File: src/rtl/wmc_pkg.sv
package wmc_pkg;
  typedef enum logic [2:0] {
    ST_IDLE,
    ST_LOOKUP,
    ST_EVICT,
    ST_FILL,
    ST_MERGE,
    ST_WTHRU
  } wmc_state_e;
endpackage

File: src/rtl/wmc_tag_store.sv
module wmc_tag_store #(
  parameter int SETS  = 8,
  parameter int TAG_W = 5,
  localparam int IDX_W = $clog2(SETS)
) (
  input  logic             clk,
  input  logic             rst_n,
  input  logic [IDX_W-1:0] rd_idx,
  output logic [TAG_W-1:0] rd_tag,
  output logic             rd_valid,
  output logic             rd_dirty,
  input  logic             fill_en,
  input  logic [TAG_W-1:0] fill_tag,
  input  logic             dirty_en,
  input  logic             inv_en,
  input  logic [IDX_W-1:0] inv_idx
);
  logic [TAG_W-1:0] tag_q [SETS];
  logic [SETS-1:0]  vld_q;
  logic [SETS-1:0]  drt_q;

  for (genvar s = 0; s < SETS; s++) begin : g_set
    always_ff @(posedge clk) begin
      if (!rst_n) begin
        vld_q[s] <= 1'b0;
        drt_q[s] <= 1'b0;
      end else if (fill_en && rd_idx == IDX_W'(s)) begin
        vld_q[s] <= 1'b1;
        drt_q[s] <= 1'b0;
      end else if (inv_en && inv_idx == IDX_W'(s)) begin
        vld_q[s] <= 1'b0;
        drt_q[s] <= 1'b0;
      end else if (dirty_en && rd_idx == IDX_W'(s)) begin
        drt_q[s] <= 1'b1;
      end
    end
  end

  always_ff @(posedge clk) begin
    if (fill_en) tag_q[rd_idx] <= fill_tag;
  end

  assign rd_tag   = tag_q[rd_idx];
  assign rd_valid = vld_q[rd_idx];
  assign rd_dirty = drt_q[rd_idx];

  AST_FILL_MAKES_VALID: assert property (@(posedge clk) disable iff (!rst_n)
    fill_en |=> vld_q[$past(rd_idx)] && !drt_q[$past(rd_idx)]);
endmodule

File: src/rtl/wmc_data_store.sv
module wmc_data_store #(
  parameter int DATA_W = 32,
  parameter int WORDS  = 32,
  localparam int WA_W  = $clog2(WORDS)
) (
  input  logic              clk,
  input  logic              we,
  input  logic [WA_W-1:0]   waddr,
  input  logic [DATA_W-1:0] wdata,
  input  logic [WA_W-1:0]   raddr,
  output logic [DATA_W-1:0] rdata
);
  logic [DATA_W-1:0] word_q [WORDS];

  always_ff @(posedge clk) begin
    if (we) word_q[waddr] <= wdata;
  end

  assign rdata = word_q[raddr];
endmodule

File: src/rtl/wmc_ctrl.sv
module wmc_ctrl
  import wmc_pkg::*;
#(
  parameter int ADDR_W     = 10,
  parameter int DATA_W     = 32,
  parameter int LINE_WORDS = 4,
  parameter int SETS       = 8,
  localparam int OFF_W = $clog2(LINE_WORDS),
  localparam int IDX_W = $clog2(SETS),
  localparam int TAG_W = ADDR_W - OFF_W - IDX_W,
  localparam int WA_W  = IDX_W + OFF_W
) (
  input  logic              clk,
  input  logic              rst_n,
  input  logic              cfg_alloc,
  input  logic              cfg_wthru,
  input  logic              req_valid,
  output logic              req_ready,
  input  logic              req_write,
  input  logic [ADDR_W-1:0] req_addr,
  input  logic [DATA_W-1:0] req_wdata,
  output logic              rsp_valid,
  output logic [DATA_W-1:0] rsp_rdata,
  input  logic              inv_valid,
  output logic              inv_en,
  output logic              mem_req,
  output logic              mem_we,
  output logic [ADDR_W-1:0] mem_addr,
  output logic [DATA_W-1:0] mem_wdata,
  input  logic              mem_ack,
  input  logic [DATA_W-1:0] mem_rdata,
  output logic [IDX_W-1:0]  set_idx,
  input  logic [TAG_W-1:0]  tag_rd,
  input  logic              tag_valid,
  input  logic              tag_dirty,
  output logic              fill_en,
  output logic [TAG_W-1:0]  fill_tag,
  output logic              dirty_en,
  output logic              dat_we,
  output logic [WA_W-1:0]   dat_waddr,
  output logic [DATA_W-1:0] dat_wdata,
  output logic [WA_W-1:0]   dat_raddr,
  input  logic [DATA_W-1:0] dat_rdata
);
  localparam logic [OFF_W-1:0] LAST = OFF_W'(LINE_WORDS - 1);

  wmc_state_e        st_q, st_d;
  logic [OFF_W-1:0]  cnt_q, cnt_d;
  logic [ADDR_W-1:0] addr_q;
  logic              wr_q;
  logic [DATA_W-1:0] wdat_q;

  logic [OFF_W-1:0] off;
  logic [TAG_W-1:0] tag;
  logic             hit;
  logic             wt_write;

  assign off      = addr_q[OFF_W-1:0];
  assign set_idx  = addr_q[OFF_W +: IDX_W];
  assign tag      = addr_q[ADDR_W-1 -: TAG_W];
  assign hit      = tag_valid && (tag_rd == tag);
  assign wt_write = wr_q && cfg_wthru;

  assign req_ready = (st_q == ST_IDLE);
  assign inv_en    = inv_valid && (st_q == ST_IDLE);

  // memory side
  always_comb begin
    mem_req   = (st_q == ST_EVICT) || (st_q == ST_FILL) || (st_q == ST_WTHRU);
    mem_we    = (st_q != ST_FILL);
    mem_wdata = (st_q == ST_EVICT) ? dat_rdata : wdat_q;
    unique case (st_q)
      ST_EVICT: mem_addr = {tag_rd, set_idx, cnt_q};
      ST_FILL:  mem_addr = {tag, set_idx, cnt_q};
      default:  mem_addr = addr_q;
    endcase
  end

  // array control
  always_comb begin
    dat_raddr = {set_idx, (st_q == ST_EVICT) ? cnt_q : off};
    dat_we    = 1'b0;
    dat_waddr = {set_idx, off};
    dat_wdata = wdat_q;
    if (st_q == ST_FILL) begin
      dat_we    = mem_ack;
      dat_waddr = {set_idx, cnt_q};
      dat_wdata = mem_rdata;
    end else if ((st_q == ST_LOOKUP && hit) || st_q == ST_MERGE) begin
      dat_we = wr_q;
    end
  end

  assign fill_en  = (st_q == ST_FILL) && mem_ack && (cnt_q == LAST);
  assign fill_tag = tag;
  assign dirty_en = !cfg_wthru && wr_q &&
                    ((st_q == ST_LOOKUP && hit) || st_q == ST_MERGE);

  // completion pulse
  always_comb begin
    rsp_valid = 1'b0;
    unique case (st_q)
      ST_LOOKUP: rsp_valid = hit && !wt_write;
      ST_MERGE:  rsp_valid = !wt_write;
      ST_WTHRU:  rsp_valid = mem_ack;
      default:   rsp_valid = 1'b0;
    endcase
  end
  assign rsp_rdata = dat_rdata;

  // sequencing
  always_comb begin
    st_d  = st_q;
    cnt_d = cnt_q;
    unique case (st_q)
      ST_IDLE: if (req_valid) st_d = ST_LOOKUP;
      ST_LOOKUP: begin
        cnt_d = '0;
        if (hit)                     st_d = wt_write ? ST_WTHRU : ST_IDLE;
        else if (wr_q && !cfg_alloc) st_d = ST_WTHRU;
        else if (tag_valid && tag_dirty) st_d = ST_EVICT;
        else                         st_d = ST_FILL;
      end
      ST_EVICT: if (mem_ack) begin
        cnt_d = cnt_q + 1'b1;
        if (cnt_q == LAST) st_d = ST_FILL;
      end
      ST_FILL: if (mem_ack) begin
        cnt_d = cnt_q + 1'b1;
        if (cnt_q == LAST) st_d = ST_MERGE;
      end
      ST_MERGE: st_d = wt_write ? ST_WTHRU : ST_IDLE;
      ST_WTHRU: if (mem_ack) st_d = ST_IDLE;
      default:  st_d = ST_IDLE;
    endcase
  end

  always_ff @(posedge clk) begin
    if (!rst_n) begin
      st_q   <= ST_IDLE;
      cnt_q  <= '0;
      addr_q <= '0;
      wr_q   <= 1'b0;
      wdat_q <= '0;
    end else begin
      st_q  <= st_d;
      cnt_q <= cnt_d;
      if (req_valid && req_ready) begin
        addr_q <= req_addr;
        wr_q   <= req_write;
        wdat_q <= req_wdata;
      end
    end
  end

  AST_BUSY_AFTER_ACCEPT: assert property (@(posedge clk) disable iff (!rst_n)
    (req_valid && req_ready) |=> !req_ready);
  AST_RSP_THEN_READY: assert property (@(posedge clk) disable iff (!rst_n)
    rsp_valid |=> req_ready);
  AST_MEM_HOLD: assert property (@(posedge clk) disable iff (!rst_n)
    (mem_req && !mem_ack) |=> mem_req && $stable(mem_addr) && $stable(mem_we)
                              && $stable(mem_wdata));
  AST_FILL_ASCENDING: assert property (@(posedge clk) disable iff (!rst_n)
    (mem_req && mem_ack && !mem_we && mem_addr[OFF_W-1:0] != LAST)
      |=> mem_req && !mem_we && mem_addr == $past(mem_addr) + ADDR_W'(1));
  AST_NOALLOC_NO_FILL: assert property (@(posedge clk) disable iff (!rst_n)
    (st_q == ST_LOOKUP && !hit && wr_q && !cfg_alloc)
      |=> mem_req && mem_we && mem_addr == $past(addr_q));
endmodule

File: src/rtl/wmcache_top.sv
module wmcache_top #(
  parameter int ADDR_W     = 10,
  parameter int DATA_W     = 32,
  parameter int LINE_WORDS = 4,
  parameter int SETS       = 8,
  localparam int OFF_W = $clog2(LINE_WORDS),
  localparam int IDX_W = $clog2(SETS),
  localparam int TAG_W = ADDR_W - OFF_W - IDX_W,
  localparam int WA_W  = IDX_W + OFF_W
) (
  input  logic              clk,
  input  logic              rst_n,
  input  logic              cfg_alloc,
  input  logic              cfg_wthru,
  input  logic              req_valid,
  output logic              req_ready,
  input  logic              req_write,
  input  logic [ADDR_W-1:0] req_addr,
  input  logic [DATA_W-1:0] req_wdata,
  output logic              rsp_valid,
  output logic [DATA_W-1:0] rsp_rdata,
  input  logic              inv_valid,
  input  logic [IDX_W-1:0]  inv_index,
  output logic              mem_req,
  output logic              mem_we,
  output logic [ADDR_W-1:0] mem_addr,
  output logic [DATA_W-1:0] mem_wdata,
  input  logic              mem_ack,
  input  logic [DATA_W-1:0] mem_rdata
);
  logic [IDX_W-1:0]  set_idx;
  logic [TAG_W-1:0]  tag_rd, fill_tag;
  logic              tag_valid, tag_dirty, fill_en, dirty_en, inv_en;
  logic              dat_we;
  logic [WA_W-1:0]   dat_waddr, dat_raddr;
  logic [DATA_W-1:0] dat_wdata, dat_rdata;

  wmc_ctrl #(
    .ADDR_W(ADDR_W), .DATA_W(DATA_W), .LINE_WORDS(LINE_WORDS), .SETS(SETS)
  ) ctrl_i (
    .clk(clk), .rst_n(rst_n), .cfg_alloc(cfg_alloc), .cfg_wthru(cfg_wthru),
    .req_valid(req_valid), .req_ready(req_ready), .req_write(req_write),
    .req_addr(req_addr), .req_wdata(req_wdata),
    .rsp_valid(rsp_valid), .rsp_rdata(rsp_rdata),
    .inv_valid(inv_valid), .inv_en(inv_en),
    .mem_req(mem_req), .mem_we(mem_we), .mem_addr(mem_addr),
    .mem_wdata(mem_wdata), .mem_ack(mem_ack), .mem_rdata(mem_rdata),
    .set_idx(set_idx), .tag_rd(tag_rd), .tag_valid(tag_valid),
    .tag_dirty(tag_dirty), .fill_en(fill_en), .fill_tag(fill_tag),
    .dirty_en(dirty_en), .dat_we(dat_we), .dat_waddr(dat_waddr),
    .dat_wdata(dat_wdata), .dat_raddr(dat_raddr), .dat_rdata(dat_rdata)
  );

  wmc_tag_store #(.SETS(SETS), .TAG_W(TAG_W)) tags_i (
    .clk(clk), .rst_n(rst_n), .rd_idx(set_idx), .rd_tag(tag_rd),
    .rd_valid(tag_valid), .rd_dirty(tag_dirty), .fill_en(fill_en),
    .fill_tag(fill_tag), .dirty_en(dirty_en), .inv_en(inv_en),
    .inv_idx(inv_index)
  );

  wmc_data_store #(.DATA_W(DATA_W), .WORDS(SETS * LINE_WORDS)) data_i (
    .clk(clk), .we(dat_we), .waddr(dat_waddr), .wdata(dat_wdata),
    .raddr(dat_raddr), .rdata(dat_rdata)
  );
endmodule

File: config.mk
export PLATFORM = sky130hd
export DESIGN_NAME = wmcache_top
export DESIGN_NICKNAME = d
export VERILOG_FILES = /design/src/rtl/wmc_pkg.sv /design/src/rtl/wmc_tag_store.sv /design/src/rtl/wmc_data_store.sv /design/src/rtl/wmc_ctrl.sv /design/src/rtl/wmcache_top.sv
export SDC_FILE = /design/constraint.sdc
export NUM_CORES = 2
export LEC_CHECK = 0
export ABC_AREA = 1
export BUFFER_PORTS_ARGS = -buffer_cell sky130_fd_sc_hd__clkbuf_2
export CAP_MARGIN = 20
export CELL_PAD_IN_SITES_DETAIL_PLACEMENT = 1
export CELL_PAD_IN_SITES_GLOBAL_PLACEMENT = 1
export CORE_MARGIN = 2
export CORE_UTILIZATION = 50
export DETAILED_ROUTE_END_ITERATION = 8
export GPL_ROUTABILITY_DRIVEN = 0
export PLACE_DENSITY = 0.77
export SKIP_CTS_REPAIR_TIMING = 1
export SYNTH_ARGS = -nofsm -noshare
export SYNTH_HDL_FRONTEND = slang
export SYNTH_SLANG_ARGS = --single-unit
File: constraint.sdc
create_clock -name clk -period 4.59 [get_ports clk]
set_input_delay 0.2295 -clock clk [delete_from_list [all_inputs] [get_ports clk]]
set_output_delay 0.2295 -clock clk [all_outputs]
set_load 0.03 [all_outputs]
; ---- After elaboration in Yosys (flattened, before gate mapping)
; Memory sizes are Yosys's and may differ from the RTL's. A register that Yosys moved wholly into a read port is not among the register bits.
; Index checks and enable logic that the tools add are counted.
; W data, S select, Z words.
[word_totals]
rom_bits = 0
output_inout_bits = 78
wordCells = 167
mem_count = 2
in_bits = 85
ram_bits = 1064
ff_bits = 64
latchBits = 0
[classes]
reduce_logical = 65
n_addsub = 1
n_lt_le_gt_ge = 1
n_eq_ne = 29
n_div = 0
mux = 47
n_mul = 0
shifts = 0
bitwise = 1
[memory_table]
columns = memory, depth, width, rd, rd_clocked_by_memory_dff, write_ports, line_no
row1 = data_i.word_q, 32, 32, 1, 0, 1, wmc_data_store.sv:13  ; logic [DATA_W-1:0] word_q [WORDS];
row2 = tags_i.tag_q, 8, 5, 1, 1, 1, wmc_tag_store.sv:18  ; logic [TAG_W-1:0] tag_q [SETS];
[op_table]
columns = cell, n
row1 = $mux W32, 2
row2 = $logic_and A1 B1 Y1, 36
row3 = $mux W3, 11
row4 = $eq A3 B3 Y1 const B, 10
row5 = $mux W1, 25
row6 = $reduce_or A3 Y1, 8
row7 = $pmux W10 S2, 1
row8 = $eq A3 B2 Y1 const B, 6
row9 = $pmux W3 S6, 1
row10 = $reduce_bool A2 Y1, 9
row11 = $ne A2 B2 Y1 const B, 6
row12 = $eq A3 B1 Y1 const B, 3
row13 = $logic_not A3 Y1, 3
row14 = $bmux W1 S3, 2
row15 = $mux W2, 3
row16 = $reduce_and A6 Y1, 1
row17 = $eq A5 B5 Y1, 1
row18 = $lt A3 B4 Y1 const B, 1
row19 = $pmux W2 S2, 1
row20 = $logic_not A1 Y1, 3
row21 = $logic_or A1 B1 Y1, 3
row22 = $ne A3 B2 Y1 const B, 1
row23 = $pmux W1 S3, 1
row24 = $add A2 B1 Y2 const B, 1
row25 = other kinds (5), 5

; ---- Longest topological paths before layout
[depth]
ltp_word = 9
ltp_mapped = 17
ltp_nobuf = 15

; ---- Modules after synthesis
; Synthesis repeated with hierarchy kept, for this count alone.
[hier_totals]
hier_cells = 4334
area_unflattened_um2 = 47657.0
[modules_own_cells]
columns = module, instances, cells_per_inst, seq_area_each_um2, area_each_um2
row1 = wmc_data_store, 1, 3504, 30749.5, 41765.1
row2 = wmc_ctrl, 1, 500, 960.9, 3278.1
row3 = wmc_tag_store, 1, 330, 1521.5, 2613.8

; ---- Least setup slack after synthesis
; No wires, ideal clock.
[synth_timing]
path_kind = register -> register
startpoint = register ctrl_i.addr_q[2]
endpoint = memory data_i.word_q[0][0] (enable)
n_path_buf = 0
setup_slack_ns = 1.080
arrival_time_ns = 3.088
synth_period_minus_slack_ns = 3.510
t_required_ns = 4.169
setup_time_ns = 0.421
stages_incl_launch_ff = 16
path_cell_list = dfxtp_1 -> inv_2 -> nand2_4 -> inv_2 -> nand2_1 -> nand3_1 -> nand2_1 -> nand2_2 -> nand2_2 -> nor2_4 -> nand3_2 -> o21ai_4 -> nand2_4 -> nand2_8 -> nand3_4 -> nor2_1
[synth_between]
elab_chain_cells = 9
[synth_lines]
columns = item, line_no
row1 = start: declaration, wmc_ctrl.sv:49  ; logic [ADDR_W-1:0] addr_q;
row2 = start signal: assignment, wmc_ctrl.sv:149  ; addr_q <= req_addr;
row3 = $bmux W1 S3, wmc_tag_store.sv:44  ; assign rd_valid = vld_q[rd_idx];
row4 = $mux W1 (not written as such), wmc_tag_store.sv:44
row5 = $logic_and A1 B1 Y1, wmc_ctrl.sv:61  ; assign hit = tag_valid && (tag_rd == tag);
row6 = $logic_and A1 B1 Y1, wmc_ctrl.sv:89  ; end else if ((st_q == ST_LOOKUP && hit) || st_q == ST_MERGE) begin
row7 = $logic_or A1 B1 Y1, wmc_ctrl.sv:89
row8 = $mux W1, wmc_ctrl.sv:89
row9 = $mux W1, wmc_ctrl.sv:85  ; if (st_q == ST_FILL) begin
row10 = $mux W1, wmc_data_store.sv:16  ; if (we) word_q[waddr] <= wdata;
row11 = $mux W1 (not written as such), wmc_data_store.sv:16
row12 = end: declaration, wmc_data_store.sv:13
; Several ways; a longest one is shown, not always the timed one. The select of a mux whose other input is x is not followed.

; ---- Worst setup path in the final report
[layout_timing]
startpoint = register ctrl_i.st_q[2]
endpoint = output port mem_wdata[5]
[layout_between]
elab_chain_cells = 4
[layout_lines]
columns = item, line_no
row1 = start: declaration, wmc_ctrl.sv:47  ; wmc_state_e st_q, st_d;
row2 = start signal: assignment, wmc_ctrl.sv:146  ; st_q <= st_d;
row3 = $eq A3 B2 Y1 (*), "wmc_ctrl.sv:71, wmc_ctrl.sv:81"
row4 = $mux W2, wmc_ctrl.sv:81  ; dat_raddr = {set_idx, (st_q == ST_EVICT) ? cnt_q : off};
row5 = $mem_v2 Z32 W32, -
row6 = $mux W32 (*), wmc_ctrl.sv:71  ; mem_wdata = (st_q == ST_EVICT) ? dat_rdata : wdat_q;
row7 = end: declaration, wmcache_top.sv:27  ; output logic [DATA_W-1:0] mem_wdata,
; Mark *: on every way between the ends. The rest lies on a longest branch, timed or not.

==> impl_metrics.py <==
metrics = {
    "timing": {
        "worst_slew_pin_slew_ns": 1.17,
        "setup_viol": 0,
        "worst_slack_ns": 0.317,
        "hold_viol": 1,
        "grt_setup_unrepaired": "false",
        "min_period_ns": 4.27,
        "finClkSkew_ns": 0.0239,
        "fmax_mhz": 234,
        "fin_crit_sh_pct": 93.1,
        "slew_headroom_pct": 21.5,
        "final_max_slew_viol_count": 0,
        "setup-tns-final_ns": 0,
        "hold_ws_ns": -0.000635,
    },
    "detailed_routing": {
        "route.antenna.remaining_nets": 0,
        "viasPerCell": 6.10,
        "drt-total-wl_um": 151000,
        "wire_per_inst_um": 28.0,
        "remaining_drc_errors": 0,
        "via_count": 33000,
        "drt_iter0_drc": 3379,
        "first_pass_iters": 5,
    },
    "logic_synthesis": {
        "yosys_most_used_dff": "edfxtp_1",
        "synthMuxAreaShare_pct": 0,
        "avgSynthCellArea_um2": 11.8,
        "synth_edf_count": 1064,
        "netlist.top_cell.by_area": "edfxtp_1",
        "mappedNetlistArea_um2": 46100,
        "post_synth_num_cell_types": 36,
        "synth_adder_area_share_pct": 0.0272,
        "ys_seq_elements": 1131,
        "async_reset_ff_share_pct": 0,
        "yosys.area_share.simple_pct": 11.7,
        "yosysTopAreaCellShare_pct": 69.3,
        "synth_compound_area_share_pct": 11.5,
        "synth_xor_area_share_pct": 0,
        "synth_most_common_cell": "edfxtp_1",
        "synth_top_family_by_area": "simple AND/OR/NAND/NOR gates",
        "synthTopCellsByArea": "edfxtp_1 69%, o21ai_0 5.8%, nand2_1 5.0%",
        "synthesis.nets": 3975,
        "ys_top_cells_by_count": "1064 x edfxtp_1, 616 x nand2_1, 550 x nor2_1, 531 x o21ai_0, 211 x inv_1",
        "ys_seq_area_share_pct": 72.2,
        "synth_warnings": 0,
        "synthCells": 3889,
    },
    "floorplan": {
        "rows": 111,
        "start_util_pct": 50.3,
        "die_y_um": 308,
        "ios": 163,
        "core_um2": 91500,
        "dieArea_um2": 94600,
        "die_w_um": 308,
    },
    "global_route": {
        "antenna_found_initial": 1,
        "overflow": 0,
        "first_global_vias": 34200,
        "grt_pass1_wl_um": 221000,
        "grt_usage_pct": 31.6,
        "grt_max_degree": 147,
    },
    "finish": {
        "drive_gt1_share_pct": 13.6,
        "syn_to_final_growth_pct": 15.3,
        "fill_cells": 9227,
        "final_cells": 5408,
        "final_util_pct": 58.1,
        "fin_nets": 4213,
    },
    "power_and_ir_drop": {
        "power_frac_comb_pct": 33.5,
        "p_int_mw": 20.6,
        "seqPwrFrac_pct": 38.0,
        "leakage_nw": 18.6,
        "ir_drop_v": 0.000395,
        "swShare_pct": 37.8,
        "power_frac_clock_pct": 28.5,
        "power_switching_mw": 12.5,
        "power_density_nw_per_um2": 622,
    },
    "placed_design": {
        "hpwl_um": 88000,
        "dpl.cell_count": 5142,
        "pre_cts_slack_ns": 0.837,
        "portBuffers": 162,
    },
    "clock_network": {
        "clk_latency_ns": 0.71,
        "clock-sinks": 1131,
        "root_buffer": "clkbuf_16",
        "numCtsBuffers": 115,
        "htreeDepth": 3,
        "cts_tree": "yes",
        "clk_pin_slew_ns": 0.07,
        "cts_buffer_depth": 3,
    },
    "setup_path": {
        "setup.worst_path.end": "mem_wdata[5]",
        "crit_required_ns": 4.36,
        "crit_start": "ctrl_i.st_q[2]",
        "path_max_fanout": 78,
        "reg2regPathDepth": 15,
        "criticalPathCategory": "flip-flop to primary output",
        "cp-end-kind": "primary output",
        "rrSetupSlack_ns": 0.83,
        "r2r-end": "data_i.word_q[24][13]",
        "worstSetupStartpointType": "flip-flop",
        "cp_data_arrival_time_ns": 4.04,
    },
    "run": {
        "max_cap_violations": 0,
    },
    "worst_hold_path": {
        "hold_class": "primary input to flip-flop",
        "min_from": "mem_rdata[12]",
    },
    "outcome": {
        "status": "finished, violations left",
        "violations": "negative hold slack",
    },
}
## metal layers
metal	up-vias	track usage (%)	wire length (um)
met2	1554	53.8	74900
met1	16800	41.3	58600
met4	2	12.4	5920
li1	14300	-	-
met5	-	0	7
met3	345	4.29	11900
## cells in the final DEF (no fill, tap or decap), types with 3 or more instances in the layout
master and instances:
buf_12 25, dlygate4sd3_1 42, clkbuf_8 5, nor2_1 518
o21a_1 5, nor2_4 33, clkbuf_1 23, clkbuf_2 163
and2_1 13, nand2_2 7, clkinv_2 16, o22ai_1 171
o21ai_1 105, buf_8 4, edfxtp_1 1064, a21oi_1 110
o21ai_2 17, nand3_1 74, nand2_4 4, o21ai_4 3
inv_1 209, buf_4 123, clkbuf_16 117, dfxtp_1 66
nor3_1 3, nand3_4 5, bufinv_16 11, clkinv_8 3
nand4_1 37, o211ai_1 60, o21ai_0 499, nor2_2 13
inv_2 7, clkinv_1 31, o211ai_2 4, nand2_1 615
## cells by family after synthesis
logic type / count (synthesis)
adders and majority gates: 1
buffers and inverters: 456
AOI/OAI and AO/OA: 975
DFF: 1131
and+or+nand+nor: 1326
## power by group through the flow
stage / registers [mW] / logic [mW] / clock network, mW
6_report: 12.6 / 11.1 / 9.42
5_1_grt: 12.6 / 11.9 / 9.82
4_1_cts: 12.6 / 10.9 / 9.47
3_5_place_dp: 12.8 / 10.7 / 0
3_3_place_gp: 12.8 / 10.3 / 0
2_1_floorplan: 12.8 / 6.94 / 0
## through the flow
| step | area (um^2) | hold slack, ns | power [mW] |
|---|---|---|---|
| after floorplan | 46100 | 0.423 | 19.7 |
| after global placement | 48800 | 0.440 | 23.1 |
| after detailed placement | 48800 | 0.450 | 23.5 |
| after CTS | 52600 | -0.217 | 32.9 |
| after global routing | 53100 | 0.0166 | 34.3 |
| final | 53100 | -0.000635 | 33.1 |
## flip-flops by register name (all words and copies together) (netlist names), named ones only
signal         count
ctrl_i.addr_q     10
ctrl_i.cnt_q       2
ctrl_i.st_q        3
ctrl_i.wdat_q     32
ctrl_i.wr_q        1
data_i.word_q   1024
tags_i.drt_q       8
tags_i.tag_q      40
tags_i.vld_q       8
## how the worst min path moves through the flow
stage                            endpoint  slack [ns]  cells after the start
finish              data_i.word_q[17][12]     -0.0006                      3
global route        data_i.word_q[17][12]        0.02                      3
CTS                      ctrl_i.wdat_q[7]       -0.22                      3
detailed placement        tags_i.drt_q[5]        0.45                      2
global placement          tags_i.drt_q[0]        0.44                      2
floorplan               ctrl_i.wdat_q[11]        0.42                      2
## cell type report
| type | instances | area, um^2 | area share [%] |
|---|---|---|---|
| tap | 1186 | 1480 | 2.79 |
| sequential | 1131 | 33300 | 62.7 |
| multi-input combinational | 2302 | 11000 | 20.8 |
| clock buffer | 147 | 3100 | 5.83 |
| inverter | 220 | 845 | 1.59 |
| timing repair buffer | 357 | 2730 | 5.13 |
| clock inverter | 64 | 646 | 1.22 |
| antenna | 1 | 2.50 | 0.00471 |
## worst max-delay path, stage by stage (launching register included)
cell,delay [ns]
dfxtp_1,0.45
inv_2,0.09
nand3_4,0.14
buf_4,0.14
nand2_2,0.06
o21ai_4,0.13
clkinv_8,0.34
buf_12,0.35
buf_12,0.23
o21ai_0,0.11
inv_1,0.06
o21ai_0,0.09
nand2_1,0.09
a21oi_1,0.25
nand4_1,0.20
nand3_1,0.12
o21ai_1,0.14
clkbuf_2,0.25
No activity file was read; power rests on OpenSTA's default activity.
